[src/rtl/gpio_mb_pkg.sv]
package gpio_mb_pkg;

  localparam int unsigned NBANK  = 4;
  localparam int unsigned WORD_W = 32;
  localparam int unsigned HALF_W = 16;

  typedef int unsigned pins_t [NBANK];

  // register offsets; the address of every kind of register depends on the bank index
  localparam int unsigned OFS_SET_LO   = 32'h000;
  localparam int unsigned OFS_SET_HI   = 32'h004;
  localparam int unsigned STRIDE_SET   = 32'h008;
  localparam int unsigned OFS_LEVEL    = 32'h060;
  localparam int unsigned STRIDE_LEVEL = 32'h004;
  localparam int unsigned OFS_DIR      = 32'h204;
  localparam int unsigned OFS_DRV      = 32'h208;
  localparam int unsigned STRIDE_CFG   = 32'h040;

  function automatic int unsigned pin_base(pins_t p, int unsigned bank);
    int unsigned s;
    s = 0;
    for (int unsigned i = 0; i < NBANK; i++) begin
      if (i < bank) s = s + p[i];
    end
    return s;
  endfunction

  function automatic int unsigned set_lo_addr(int unsigned bank);
    return OFS_SET_LO + STRIDE_SET * bank;
  endfunction

  function automatic int unsigned set_hi_addr(int unsigned bank);
    return OFS_SET_HI + STRIDE_SET * bank;
  endfunction

  function automatic int unsigned level_addr(int unsigned bank);
    return OFS_LEVEL + STRIDE_LEVEL * bank;
  endfunction

  function automatic int unsigned dir_addr(int unsigned bank);
    return OFS_DIR + STRIDE_CFG * bank;
  endfunction

  function automatic int unsigned drv_addr(int unsigned bank);
    return OFS_DRV + STRIDE_CFG * bank;
  endfunction

endpackage

[src/rtl/gpio_mb_rst_sync.sv]
module gpio_mb_rst_sync #(
  parameter int unsigned STAGES = 2
) (
  input  logic clk,
  input  logic rst_n,
  output logic rst_sync_n
);

  logic [STAGES-1:0] chain_q;
  logic [STAGES-1:0] chain_n;

  always_comb begin
    chain_n = {chain_q[STAGES-2:0], 1'b1};
  end

  always_ff @(posedge clk or negedge rst_n) begin
    if (!rst_n) chain_q <= '0;
    else        chain_q <= chain_n;
  end

  assign rst_sync_n = chain_q[STAGES-1];

endmodule

[src/rtl/gpio_mb_sync.sv]
module gpio_mb_sync #(
  parameter int unsigned W = 8
) (
  input  logic         clk,
  input  logic         rst_n,
  input  logic [W-1:0] async_in,
  output logic [W-1:0] sync_out
);

  logic [W-1:0] meta_q;
  logic [W-1:0] stable_q;

  always_ff @(posedge clk or negedge rst_n) begin
    if (!rst_n) begin
      meta_q   <= '0;
      stable_q <= '0;
    end else begin
      meta_q   <= async_in;
      stable_q <= meta_q;
    end
  end

  assign sync_out = stable_q;

endmodule

[src/rtl/gpio_mb_bank.sv]
module gpio_mb_bank
  import gpio_mb_pkg::*;
#(
  parameter int unsigned      PINS      = 32,
  parameter logic [WORD_W-1:0] FORCE_OUT = '0
) (
  input  logic              clk,
  input  logic              rst_n,
  input  logic              wr_lo,
  input  logic              wr_hi,
  input  logic              wr_dir,
  input  logic              wr_drv,
  input  logic [WORD_W-1:0] wdata,
  output logic [PINS-1:0]   val_out,
  output logic [PINS-1:0]   pad_en,
  output logic [WORD_W-1:0] dir_word,
  output logic [WORD_W-1:0] drv_word
);

  localparam logic [PINS-1:0] FORCED = FORCE_OUT[PINS-1:0];

  logic [PINS-1:0] val_q, val_n;
  logic [PINS-1:0] dir_q, dir_n;
  logic [PINS-1:0] drv_q, drv_n;
  logic            val_en;

  // next-state: half-word masked update, mask active-low
  always_comb begin
    val_n = val_q;
    for (int i = 0; i < int'(PINS); i++) begin
      if ((i < int'(HALF_W)) ? wr_lo : wr_hi) begin
        if (!wdata[(i % HALF_W) + HALF_W]) val_n[i] = wdata[i % HALF_W];
      end
    end
  end

  always_comb begin
    val_en = wr_lo | wr_hi;
    dir_n  = wdata[PINS-1:0] | FORCED;
    drv_n  = wdata[PINS-1:0];
  end

  always_ff @(posedge clk or negedge rst_n) begin
    if (!rst_n)      val_q <= '0;
    else if (val_en) val_q <= val_n;
  end

  always_ff @(posedge clk or negedge rst_n) begin
    if (!rst_n)      dir_q <= FORCED;
    else if (wr_dir) dir_q <= dir_n;
  end

  always_ff @(posedge clk or negedge rst_n) begin
    if (!rst_n)      drv_q <= '0;
    else if (wr_drv) drv_q <= drv_n;
  end

  assign val_out  = val_q;
  assign pad_en   = dir_q & drv_q;
  assign dir_word = WORD_W'(dir_q);
  assign drv_word = WORD_W'(drv_q);

endmodule

[src/rtl/gpio_multibank.sv]
module gpio_multibank
  import gpio_mb_pkg::*;
#(
  parameter int unsigned       ADDR_W         = 12,
  parameter pins_t             BANK_PINS      = '{32, 22, 32, 32},
  parameter logic [WORD_W-1:0] BANK0_FORCE_OUT = 32'h0000_0180,
  localparam int unsigned      TOTAL          = pin_base(BANK_PINS, NBANK)
) (
  input  logic              clk,
  input  logic              rst_n,
  input  logic [ADDR_W-1:0] bus_addr,
  input  logic              bus_we,
  input  logic [WORD_W-1:0] bus_wdata,
  output logic [WORD_W-1:0] bus_rdata,
  input  logic [TOTAL-1:0]  pin_in,
  output logic [TOTAL-1:0]  pin_out,
  output logic [TOTAL-1:0]  pin_oe
);

  logic             rst_sync_n;
  logic [TOTAL-1:0] level_sync;
  logic [WORD_W-1:0] level_word [NBANK];
  logic [WORD_W-1:0] dir_word   [NBANK];
  logic [WORD_W-1:0] drv_word   [NBANK];
  logic [WORD_W-1:0] rdata_n;

  gpio_mb_rst_sync #(.STAGES(2)) u_rst (
    .clk        (clk),
    .rst_n      (rst_n),
    .rst_sync_n (rst_sync_n)
  );

  gpio_mb_sync #(.W(TOTAL)) u_in_sync (
    .clk      (clk),
    .rst_n    (rst_sync_n),
    .async_in (pin_in),
    .sync_out (level_sync)
  );

  for (genvar b = 0; b < int'(NBANK); b++) begin : g_bank
    localparam int unsigned BASE  = pin_base(BANK_PINS, b);
    localparam int unsigned W     = BANK_PINS[b];
    localparam logic [WORD_W-1:0] FORCE = (b == 0) ? BANK0_FORCE_OUT : '0;

    logic wr_lo, wr_hi, wr_dir, wr_drv;

    always_comb begin
      wr_lo  = bus_we && (bus_addr == ADDR_W'(set_lo_addr(b)));
      wr_hi  = bus_we && (bus_addr == ADDR_W'(set_hi_addr(b)));
      wr_dir = bus_we && (bus_addr == ADDR_W'(dir_addr(b)));
      wr_drv = bus_we && (bus_addr == ADDR_W'(drv_addr(b)));
    end

    gpio_mb_bank #(.PINS(W), .FORCE_OUT(FORCE)) u_bank (
      .clk      (clk),
      .rst_n    (rst_sync_n),
      .wr_lo    (wr_lo),
      .wr_hi    (wr_hi),
      .wr_dir   (wr_dir),
      .wr_drv   (wr_drv),
      .wdata    (bus_wdata),
      .val_out  (pin_out[BASE +: W]),
      .pad_en   (pin_oe[BASE +: W]),
      .dir_word (dir_word[b]),
      .drv_word (drv_word[b])
    );

    assign level_word[b] = WORD_W'(level_sync[BASE +: W]);
  end

  // read decode: only level, direction and enable registers are readable
  always_comb begin
    rdata_n = '0;
    for (int unsigned b = 0; b < NBANK; b++) begin
      if (bus_addr == ADDR_W'(level_addr(b))) rdata_n = level_word[b];
      if (bus_addr == ADDR_W'(dir_addr(b)))   rdata_n = dir_word[b];
      if (bus_addr == ADDR_W'(drv_addr(b)))   rdata_n = drv_word[b];
    end
  end

  assign bus_rdata = rdata_n;

endmodule

[config.mk]
export PLATFORM = sky130hd
export DESIGN_NAME = gpio_multibank
export DESIGN_NICKNAME = d
export VERILOG_FILES = /design/src/rtl/gpio_mb_pkg.sv /design/src/rtl/gpio_mb_rst_sync.sv /design/src/rtl/gpio_mb_sync.sv /design/src/rtl/gpio_mb_bank.sv /design/src/rtl/gpio_multibank.sv
export SDC_FILE = /design/constraint.sdc
export NUM_CORES = 1
export LEC_CHECK = 0
export CORE_MARGIN = 2
export CORE_UTILIZATION = 50
export CTS_CLUSTER_DIAMETER = 60
export DETAILED_ROUTE_END_ITERATION = 10
export GPL_TIMING_DRIVEN = 0
export PLACE_DENSITY = 0.76
export SYNTH_ARGS = -nofsm -noshare
export SYNTH_HDL_FRONTEND = slang
export SYNTH_SLANG_ARGS = --single-unit
export TNS_END_PERCENT = 1
[constraint.sdc]
create_clock -name clk -period 29.4 [get_ports clk]
set_input_delay 4.41 -clock clk [delete_from_list [all_inputs] [get_ports clk]]
set_output_delay 4.41 -clock clk [all_outputs]
set_load 0.02 [all_outputs]
==> results of run 1 <==
-- area by class of cell --
type,count,area [um2]
inverters,2,7.507
flip-flops and latches,590,14770
plain buffers,131,561.8
diodes,14,35.03
repair buffers,435,4512
fillers,3570,16200
multi-input cells,1144,8626
clock buffers,90,1808
well taps,615,769.5
clock inverters,24,255.2
-- critical path, delay by kind of cell --
family                 cells  cell delay, ns
and+or+nand+nor            3            1.70
AOI/OAI and AO/OA          2            0.47
buffers and inverters      3            2.15
-- cell usage after synthesis (all sizes together), types with 16 or more instances --
library cell	n	area (um2)
clkbuf	72	272.8
a21oi	73	369.1
dfrtp	590	14760
nor2	212	808.3
o22ai	25	156.4
mux2i	22	220.2
buf	59	289.0
and2	116	725.7
nand3	16	80.08
o21ai	68	340.3
nand2	51	196.4
a22oi	37	277.8
mux2	352	3964
-- sequential cells by signal (all words and copies together), names as in the netlist --
register,cells
g_bank.u_bank.dir_q,22
g_bank.u_bank.dir_word,94
g_bank.u_bank.drv_q,22
g_bank.u_bank.drv_word,96
g_bank.u_bank.val_out,118
u_in_sync.meta_q,118
u_in_sync.sync_out,118
u_rst.chain_q,2
-- layer usage --
layer / vias to the layer above / share of wire / GRT usage
li1: 7637 / - / -
met1: 9536 / 0.39 / 0.4430
met2: 1112 / 0.46 / 0.5212
met3: 263 / 0.10 / 0.09153
met4: 6 / 0.056 / 0.1700
met5: - / 0.00045 / 0
-- report_power, final --
group	switching [uW]	total [uW]	internal, uW
sequential	9.08	839	830
combinational	47.7	78.3	30.6
clock	330	791	461
-- cell families after synthesis --
logic type             Yosys count
multiplexers                   374
AND/OR/NAND/NOR                440
other                            1
XOR/XNOR                         1
AO/OA/AOI/OAI                  328
flip-flops                     590
buffers and inverters          133
-- through the flow --
| step | area, um2 | setup slack, ns | util | total power, uW | hold WS [ns] |
|---|---|---|---|---|---|
| after CTS | 31310 | 16.47 | 0.6585 | 1715 | 0.3391 |
| after global routing | 31330 | 16.24 | 0.6590 | 1754 | 0.3455 |
| final | 31340 | 16.27 | 0.6592 | 1709 | 0.3274 |
| after detailed placement | 29240 | 16.49 | 0.6151 | 931.4 | 0.3327 |
| after global placement | 28990 | 6.063 | 0.6098 | 926.5 | 0.3344 |
| after floorplan | 23960 | 11.74 | - | 881.6 | 0.3312 |
-- worst paths after layout --
path | startpoint | to | slack (ns) | cells after the start
max | bus_addr[8] | bus_rdata[10] | 16.27 | 8
min | u_rst.chain_q[1] | g_bank[3].u_bank.drv_word[5] | 0.33 | 0
max reg2reg | u_rst.chain_q[1] | g_bank[0].u_bank.val_out[30] | 27.56 | 3
min reg2reg | u_rst.chain_q[1] | g_bank[3].u_bank.drv_word[5] | 0.33 | 0
max in group asynchronous | rst_n | u_rst.chain_q[1] | 25.33 | 1
min in group clk | u_in_sync.meta_q[116] | u_in_sync.sync_out[116] | 0.34 | 0
-- cells in the final DEF (no fill, tap or decap), types with 9 or more instances in the layout --
master / instances
a2111oi_0: 12
a211oi_1: 10
a21o_1: 10
a21oi_1: 72
a222oi_1: 9
a22oi_1: 37
a2bb2oi_1: 10
and2_1: 116
buf_1: 11
buf_16: 9
buf_2: 45
clkbuf_1: 84
clkbuf_16: 63
clkbuf_8: 13
clkdlybuf4s50_1: 426
clkinv_2: 11
dfrtp_1: 589
diode_2: 14
mux2_2: 347
mux2i_1: 22
nand2_1: 49
nand3_1: 16
nor2_1: 207
o21ai_0: 61
o22ai_1: 25
o31ai_1: 9
==> results by group, run 1 <==
Outcome
  • Outcome: finished clean

Worst setup path
  • Worst setup EP type: output pin
  • Slowest-stage cell, CP: clkbuf_1
  • Arr. time, crit path: just under 9 ns
  • Crit-path cells: clkdlybuf4s50_1 -> nor4_4 -> nand2_2 -> nor2_2 -> clkbuf_1 -> a221oi_1 -> o31ai_1 -> clkdlybuf4s50_1
  • Kind of critical path: in2out
  • Critical path's most frequent cell: clkdlybuf4s50_1
  • CP max stage delay: around 0.92 ns
  • Startpoint types: primary input
  • Worst-path fanout max: 10
  • WP data required: 24.99 ns

Timing
  • RSZ-0062 raised after global routing: no
  • Least-Margin Pin Slew: ~1.1 ns
  • F_max: 76.15 MHz
  • Max_slew headroom: 0.2336
  • Skew final: around 0.019 ns
  • Slew Viols, Final: 0
  • Final setup TNS: 0 ns
  • Minimum clock period: ~13 ns
  • Fin. Hold Viols: 0
  • Final period util: 0.4467
  • Final setup viols: 0

Yosys
  • Yosys warns: 0
  • Seq/Total Area, Yosys: 0.6162
  • Post-Synth Simple-Gate Area: 0.09322
  • Library cells used by synthesis: about 70
  • Avg Cell Area, Syn: 12.83 um2
  • Asr flop ratio synth: 1.000
  • Cell Area, Synth: between 0.02 and 0.025 mm2
  • Post-synth EDFFs: 0
  • Syn nets: slightly above 2000
  • Yosys reg bits: 590
  • Post-synthesis mux area share: 0.1746
  • Largest family of logic cells by synthesized area: multiplexers
  • Fraction of the mapped netlist area in adder cells: 0
  • Xor/xnor share of the synthesized area: 0.0003656
  • Post-synthesis cell count: between 1500 and 2000
  • Ys flop type: dfrtp_1
  • Synth Area in Compound Gates: 0.09165

Global routing
  • Total Routing Usage GR: 0.3378
  • First-pass GRT wire length: roughly 120000 um
  • Grt ovf: 0
  • Largest net degree at the start of global routing: 75
  • Vias in the first global route: between 15000 and 20000
  • Initial antenna violation count: 14

Detailed routing
  • Final WL: between 80000 and 90000 um
  • Starting DRT DRC Count: around 2200
  • Vias/cell: around 6.1
  • Vias post-DR: around 19000
  • DR pass1 iterations: 6
  • DRC: 0
  • Post-DR wirelength/cell: 27.74 um
  • ANT nets after route: 0

Power and ir drop
  • VDD IR max: ~0.053 mV
  • Power density over cell area: roughly 55 mW/mm2
  • Leak: ~0.014 uW

Floorplanning
  • Initial Util: 0.5039
  • Core area: 0.04755 mm2
  • Rows: 80
  • I/O pin cnt: between 400 and 500
  • DIE HEIGHT: around 220 um
  • Die width: approximately 220 um
  • Die ar.: approximately 0.050 mm2

Clock network
  • Clock tree from TritonCTS: done
  • Cts hold-fix bufs: 0
  • CTS HTree Levels: 2
  • CTS clk-pin slew, worst paths: 0.06 ns
  • Setup bufs post-CTS: 0
  • CTS Root Cell: clkbuf_16
  • Clk buf depth: 3
  • # clock sinks: 590
  • Post-cts resize count: 0
  • Worst-Skew Late Latency: approximately 0.63 ns
  • CTS Buf Count: 61

Job
  • Max Cap Viol: 0

Placement
  • # port buffers: around 430
  • Placed Cells: 2917
  • DP Wirelength: just over 60000 um
  • Final GP Congestion: between 0.9 and 1

Hold path
  • Hold Path Class: reg2async

Cells and area
  • Final net count: approximately 2500
  • Post-Layout Cell Count: 3045
  • Area Growth Syn to Fin: 30.82%
  • Ratio of cells with drive above 1 in the final layout: 0.2223
Note: power is estimated with default switching activity, not from simulation.
==> run 2: changes to the inputs <==
--- a/config.mk
+++ b/config.mk
@@ -6,7 +6,7 @@
 export NUM_CORES = 1
 export LEC_CHECK = 0
 export CORE_MARGIN = 2
-export CORE_UTILIZATION = 50
+export CORE_UTILIZATION = 48
 export CTS_CLUSTER_DIAMETER = 60
 export DETAILED_ROUTE_END_ITERATION = 10
 export GPL_TIMING_DRIVEN = 0
==> constraint.sdc (replaced) <==
create_clock -name clk -period 10.9 [get_ports clk]
set_input_delay 1.635 -clock clk [delete_from_list [all_inputs] [get_ports clk]]
set_output_delay 1.635 -clock clk [all_outputs]
set_load 0.02 [all_outputs]
==> results by group, run 2 (synthesized netlist as in run 1, its figures left out) <==
Power and ir drop
  • Combinational power share: 0.047 (was 0.046)
  • Leak: 0.01429 uW (was 0.01432 uW)
  • VDD IR max: 0.1045 mV (was 0.05254 mV)
  • P_sw: 1020 uW (was 387.0 uW)
  • Clock power share: 0.452 (was 0.463)
  • Power density over cell area: 144.2 mW/mm2 (was 54.52 mW/mm2)
  • Flop pwr share: 0.502 (was 0.491)
  • Switching Share: 0.2260 (was 0.2264)
  • Power Total: 4513 uW (was 1709 uW)
  • Internal: 3493 uW (was 1322 uW)

Global routing
  • Grt ovf: 0 (unchanged)
  • Initial antenna violation count: 20 (was 14)
  • Total Routing Usage GR: 0.3242 (was 0.3378)
  • Vias in the first global route: 18570 (was 18900)
  • First-pass GRT wire length: 120900 um (was 122300 um)
  • Largest net degree at the start of global routing: 74 (was 75)

Placement
  • # port buffers: 426 (unchanged)
  • Pre-CTS setup slack: 3.611 ns (was 16.49 ns)
  • DP Wirelength: 61060 um (was 60430 um)
  • Final GP Congestion: 0.9589 (was 0.9522)

Worst setup path
  • Crit path depth: 8 (unchanged)
  • Worst setup EP type: output pin (unchanged)
  • Crit-path cells: clkdlybuf4s50_1 -> nor4_4 -> nand2_2 -> nor2_2 -> clkbuf_1 -> a221oi_1 -> o31ai_1 -> clkdlybuf4s50_1 (unchanged)
  • Arr. time, crit path: 5.91 ns (was 8.72 ns)
  • Worst R2R Start: u_rst.chain_q[1] (unchanged)
  • CP max stage delay: 0.93 ns (was 0.92 ns)
  • Startpoint types: primary input (unchanged)
  • WP data required: 9.27 ns (was 24.99 ns)
  • R2r endpoint: g_bank[3].u_bank.drv_word[28] (was g_bank[0].u_bank.val_out[30])
  • Worst-path fanout max: 10 (unchanged)
  • CP startpoint: bus_addr[9] (was bus_addr[8])
  • Critical path's most frequent cell: clkdlybuf4s50_1 (unchanged)
  • R2r worst-path depth: 4 (was 3)
  • R2R Setup Slk: 8.83 ns (was 27.56 ns)
  • Buf/Inv on CP: 3 (unchanged)
  • Kind of critical path: in2out (unchanged)
  • Slowest-stage cell, CP: clkbuf_1 (unchanged)
  • CP delay by family, top: buffers and inverters (unchanged)

Timing
  • Final setup viols: 0 (unchanged)
  • Max_slew headroom: 0.2023 (was 0.2336)
  • Minimum clock period: around 7.5 ns
  • Worst Hold Slack: 0.2878 ns (was 0.3274 ns)
  • Skew final: 0.01612 ns (was 0.01944 ns)
  • Final WS setup: 3.352 ns (was 16.27 ns)
  • Fin. Hold Viols: 0 (unchanged)
  • Final setup TNS: 0 ns (unchanged)
  • RSZ-0062 raised after global routing: no (unchanged)
  • Final period util: 0.6925
  • F_max: between 100 and 150 MHz
  • Slew Viols, Final: 0 (unchanged)
  • Least-Margin Pin Slew: 1.197 ns (was 1.150 ns)

Clock network
  • CTS HTree Levels: 2 (unchanged)
  • CTS Root Cell: clkbuf_16 (unchanged)
  • # clock sinks: 590 (unchanged)
  • Clock tree from TritonCTS: done (unchanged)
  • Clk buf depth: 3 (unchanged)
  • Post-cts resize count: 0 (unchanged)
  • Cts hold-fix bufs: 0 (unchanged)
  • Worst-Skew Late Latency: 0.63 ns (about the same)
  • CTS Buf Count: 60 (was 61)
  • CTS clk-pin slew, worst paths: 0.06 ns (about the same)
  • Setup bufs post-CTS: 0 (unchanged)

Cells and area
  • Final net count: 2529 (was 2530)
  • Area Growth Syn to Fin: 30.59% (was 30.82%)
  • Commonest non-fill, non-tap cell in the layout: dfrtp_1 (unchanged)
  • Ratio of cells with drive above 1 in the final layout: 0.2218 (was 0.2223)
  • Most frequent cells in the layout: dfrtp_1, clkdlybuf4s50_1, mux2_2 (unchanged)
  • Final Core Density: 0.6366 (was 0.6592)

Floorplanning
  • DIE HEIGHT: 227.4 um (was 222.9 um)
  • Die width: 227.4 um (was 222.9 um)
  • Die ar.: 0.05172 mm2 (was 0.04968 mm2)
  • I/O pin cnt: 433 (unchanged)
  • Rows: 81 (was 80)
  • Initial Util: 0.4874 (was 0.5039)
  • Core area: 0.04915 mm2 (was 0.04755 mm2)

Detailed routing
  • Final WL: 84210 um (was 84480 um)
  • Vias post-DR: 18350 (was 18550)
  • Starting DRT DRC Count: 1805 (was 2211)
  • Vias/cell: 5.945 (was 6.093)
  • ANT nets after route: 0 (unchanged)
  • DRC: 0 (unchanged)
  • Post-DR wirelength/cell: 27.29 um (was 27.74 um)
  • DR pass1 iterations: 7 (was 6)

Job
  • Max Cap Viol: 0 (unchanged)

Hold path
  • Hold Path Class: reg2async (unchanged)

Outcome
  • Outcome: finished clean (unchanged)
run 2: cell types whose count changed in the layout (fill, tap and decap cells not counted), sizes merged:
cell / change
bufinv: -3
clkbuf: +1
clkinv: +1
clkinvlp: -5
diode: -4
inv: +2
run 2: per-layer routing:
metal,track usage,up-vias,wire length [um]
met5,0,-,121
met3,0.09396,281,8754
met4,0.1752,20,4794
met2,0.4971,1097,38450
li1,-,7631,-
met1,0.4174,9317,32100
run 2: cell type report:
| class | count | area (um2) |
|---|---|---|
| fillers | 3699 | 17860 |
| multi-input cells | 1144 | 8626 |
| clock buffers | 91 | 1819 |
| well taps | 664 | 830.8 |
| repair buffers | 435 | 4512 |
| diodes | 10 | 25.02 |
| plain buffers | 131 | 561.8 |
| flip-flops and latches | 590 | 14770 |
| clock inverters | 19 | 138.9 |
| inverters | 2 | 7.507 |
run 2: worst max path at each step:
stage / endpoint / slack [ns]
final: bus_rdata[10] / 3.35
after global routing: bus_rdata[8] / 3.40
after floorplan: g_bank[0].u_bank.dir_word[0] / 1.30
after CTS: bus_rdata[10] / 3.61
after global placement: g_bank[0].u_bank.val_out[29] / -1.67
after detailed placement: bus_rdata[10] / 3.61
run 2: worst register-to-register path, cell delays in order, from the launching register on:
cell and delay (ns):
dfrtp_4 0.73, buf_16 0.35, buf_16 0.34, buf_16 0.41
buf_16 0.34
run 2: through the flow:
step                      cell area, um2  cells
after floorplan                    23960   1867
after global placement             29060   2957
after detailed placement           29310   2966
after CTS                          31260   3076
after global routing               31280   3084
final                              31290   3086
run 2: power by group through the flow:
stage / clock network [uW] / logic (uW) / registers (uW)
final: 2040 / 210 / 2260
after global routing: 2150 / 227 / 2270
after CTS: 2060 / 210 / 2260
after detailed placement: 0 / 209 / 2300
after global placement: 0 / 155 / 2340
after floorplan: 0 / 52.5 / 2320
==> run 3: changes to the inputs <==
--- a/config.mk
+++ b/config.mk
@@ -6,7 +6,7 @@
 export NUM_CORES = 1
 export LEC_CHECK = 0
 export CORE_MARGIN = 2
-export CORE_UTILIZATION = 48
+export CORE_UTILIZATION = 50
 export CTS_CLUSTER_DIAMETER = 60
 export DETAILED_ROUTE_END_ITERATION = 10
 export GPL_TIMING_DRIVEN = 0
==> constraint.sdc (replaced) <==
create_clock -name clk -period 7.35 [get_ports clk]
set_input_delay 1.1025 -clock clk [delete_from_list [all_inputs] [get_ports clk]]
set_output_delay 1.1025 -clock clk [all_outputs]
set_load 0.02 [all_outputs]
==> results by group, run 3 (synthesized netlist as in run 1, its figures left out) <==
Detailed routing
  • Post-DR wirelength/cell: 27.60 um (was 27.29 um)
  • ANT nets after route: 0 (unchanged)
  • Final WL: 83660 um (was 84210 um)
  • DRC: 0 (unchanged)
  • Starting DRT DRC Count: 2317 (was 1805)
  • DR pass1 iterations: 10 (was 7)
  • Vias/cell: 6.044 (was 5.945)
  • Vias post-DR: 18320 (was 18350)

Cells and area
  • Final Core Density: 0.6566 (was 0.6366)
  • Post-Layout Cell Count: 3031 (was 3086)
  • Final net count: 2528 (was 2529)
  • Most frequent cells in the layout: dfrtp_1, clkdlybuf4s50_1, mux2_2 (unchanged)
  • Commonest non-fill, non-tap cell in the layout: dfrtp_1 (unchanged)
  • Ratio of cells with drive above 1 in the final layout: 0.2183 (was 0.2218)
  • Area Growth Syn to Fin: 30.29% (was 30.59%)

Floorplanning
  • DIE HEIGHT: 222.9 um (was 227.4 um)
  • Initial Util: 0.5039 (was 0.4874)
  • I/O pin cnt: 433 (unchanged)
  • Core area: 0.04755 mm2 (was 0.04915 mm2)
  • Rows: 80 (was 81)
  • Die width: 222.9 um (was 227.4 um)
  • Die ar.: 0.04968 mm2 (was 0.05172 mm2)

Clock network
  • CTS Buf Count: 59 (was 60)
  • Cts hold-fix bufs: 0 (unchanged)
  • CTS Root Cell: clkbuf_16 (unchanged)
  • Post-cts resize count: 0 (unchanged)
  • Worst-Skew Late Latency: 0.62 ns (was 0.63 ns)
  • Setup bufs post-CTS: 0 (unchanged)
  • CTS HTree Levels: 2 (unchanged)
  • # clock sinks: 590 (unchanged)
  • CTS clk-pin slew, worst paths: 0.06 ns (about the same)
  • Clock tree from TritonCTS: done (unchanged)
  • Clk buf depth: 3 (unchanged)

Outcome
  • Outcome: finished clean (unchanged)

Worst setup path
  • WP data required: 6.25 ns (was 9.27 ns)
  • R2R Setup Slk: 5.31 ns (was 8.83 ns)
  • Arr. time, crit path: 5.42 ns (was 5.91 ns)
  • Kind of critical path: in2out (unchanged)
  • Crit-path cells: clkdlybuf4s50_1 -> nor4_4 -> nand2_2 -> nor2_2 -> clkbuf_1 -> a221oi_1 -> o31ai_1 -> clkdlybuf4s50_1 (unchanged)
  • Critical path's most frequent cell: clkdlybuf4s50_1 (unchanged)
  • Startpoint types: primary input (unchanged)
  • Slowest-stage cell, CP: clkbuf_1 (unchanged)
  • CP max stage delay: 0.88 ns (was 0.93 ns)
  • Worst-path fanout max: 10 (unchanged)
  • Worst setup EP type: output pin (unchanged)

Job
  • Max Cap Viol: 0 (unchanged)

Global routing
  • First-pass GRT wire length: 121100 um (was 120900 um)
  • Largest net degree at the start of global routing: 76 (was 74)
  • Initial antenna violation count: 15 (was 20)
  • Total Routing Usage GR: 0.3340 (was 0.3242)
  • Vias in the first global route: 18560 (was 18570)
  • Grt ovf: 0 (unchanged)

Placement
  • Placed Cells: 2917 (was 2966)
  • Pre-CTS setup slack: 1.086 ns (was 3.611 ns)
  • Final GP Congestion: 0.9616 (was 0.9589)
  • DP Wirelength: 60000 um (was 61060 um)
  • # port buffers: 426 (unchanged)

Timing
  • Fin. Hold Viols: 0 (unchanged)
  • F_max: 153.3 MHz
  • Minimum clock period: 6.523 ns
  • RSZ-0062 raised after global routing: no (unchanged)
  • Least-Margin Pin Slew: 1.163 ns (was 1.197 ns)
  • Final period util: 0.8874
  • Worst Hold Slack: 0.3206 ns (was 0.2878 ns)
  • Slew Viols, Final: 0 (unchanged)
  • Max_slew headroom: 0.2249 (was 0.2023)
  • Final WS setup: 0.8274 ns (was 3.352 ns)
  • Final setup viols: 0 (unchanged)
  • Skew final: 0.01935 ns (was 0.01612 ns)

Power and ir drop
  • Flop pwr share: 0.497 (was 0.502)
  • Power Total: 6754 uW (was 4513 uW)
  • Switching Share: 0.2225 (was 0.2260)
  • Power density over cell area: 216.3 mW/mm2 (was 144.2 mW/mm2)
  • Internal: 5251 uW (was 3493 uW)
  • Combinational power share: 0.046 (was 0.047)
  • VDD IR max: 0.1756 mV (was 0.1045 mV)
  • P_sw: 1503 uW (was 1020 uW)
  • Clock power share: 0.457 (was 0.452)
  • Leak: 0.01426 uW (was 0.01429 uW)

Hold path
  • Hold Path Class: reg2async (unchanged)
run 3: cell types whose count changed in the layout (fill, tap and decap cells not counted), sizes merged:
| cell | change |
|---|---|
| clkbuf | -10 |
| bufinv | +6 |
| inv | -3 |
| clkinv | -2 |
| clkinvlp | +2 |
| diode | +1 |
run 3: power groups by stage:
stage               logic (uW)  clock network, uW  registers [uW]
global route               336               3230            3360
global placement           230                  0            3470
CTS                        312               3110            3360
floorplan                 77.9                  0            3440
detailed placement         310                  0            3420
finish                     312               3080            3360
run 3: per-stage QoR:
stage               TNS [ns]  instance area, um2
finish                     0               31220
global route               0               31210
CTS                        0               31190
detailed placement         0               29240
global placement      -83.36               29000
floorplan                  0               23960
run 3: layer usage:
layer	share of wire	wire length [um]	GRT usage
met5	0.00073	61	0
met4	0.056	4683	0.1775
met3	0.10	8615	0.08956
met2	0.46	38080	0.5101
met1	0.39	32220	0.4395
run 3: final timing paths:
path                                       from                           end  depth (start not counted)
max                                 bus_addr[9]                 bus_rdata[10]                          8
max in group asynchronous      u_rst.chain_q[1]  g_bank[1].u_bank.val_out[13]                          4
min in group clk           u_in_sync.meta_q[56]        u_in_sync.sync_out[56]                          0
min                            u_rst.chain_q[1]          u_in_sync.meta_q[91]                          0
min reg2reg                    u_rst.chain_q[1]          u_in_sync.meta_q[91]                          0
max reg2reg                    u_rst.chain_q[1]  g_bank[1].u_bank.val_out[13]                          4
run 3: cell type report:
class                      instances  area, um2
fill                            3576      16330
sequential                       590      14770
multi-input combinational       1144       8626
timing repair buffer             435       4504
clock buffer                      81       1652
tap                              615      769.5
buffer                           131      561.8
clock inverter                    22      301.5
antenna                           11      27.53
inverter                           2      7.507
run 3: critical path: cells and delay by family:
kind            cells  cell delay (ns)
simple gates        3             1.70
buf+inv             3             2.12
compound gates      2             0.48
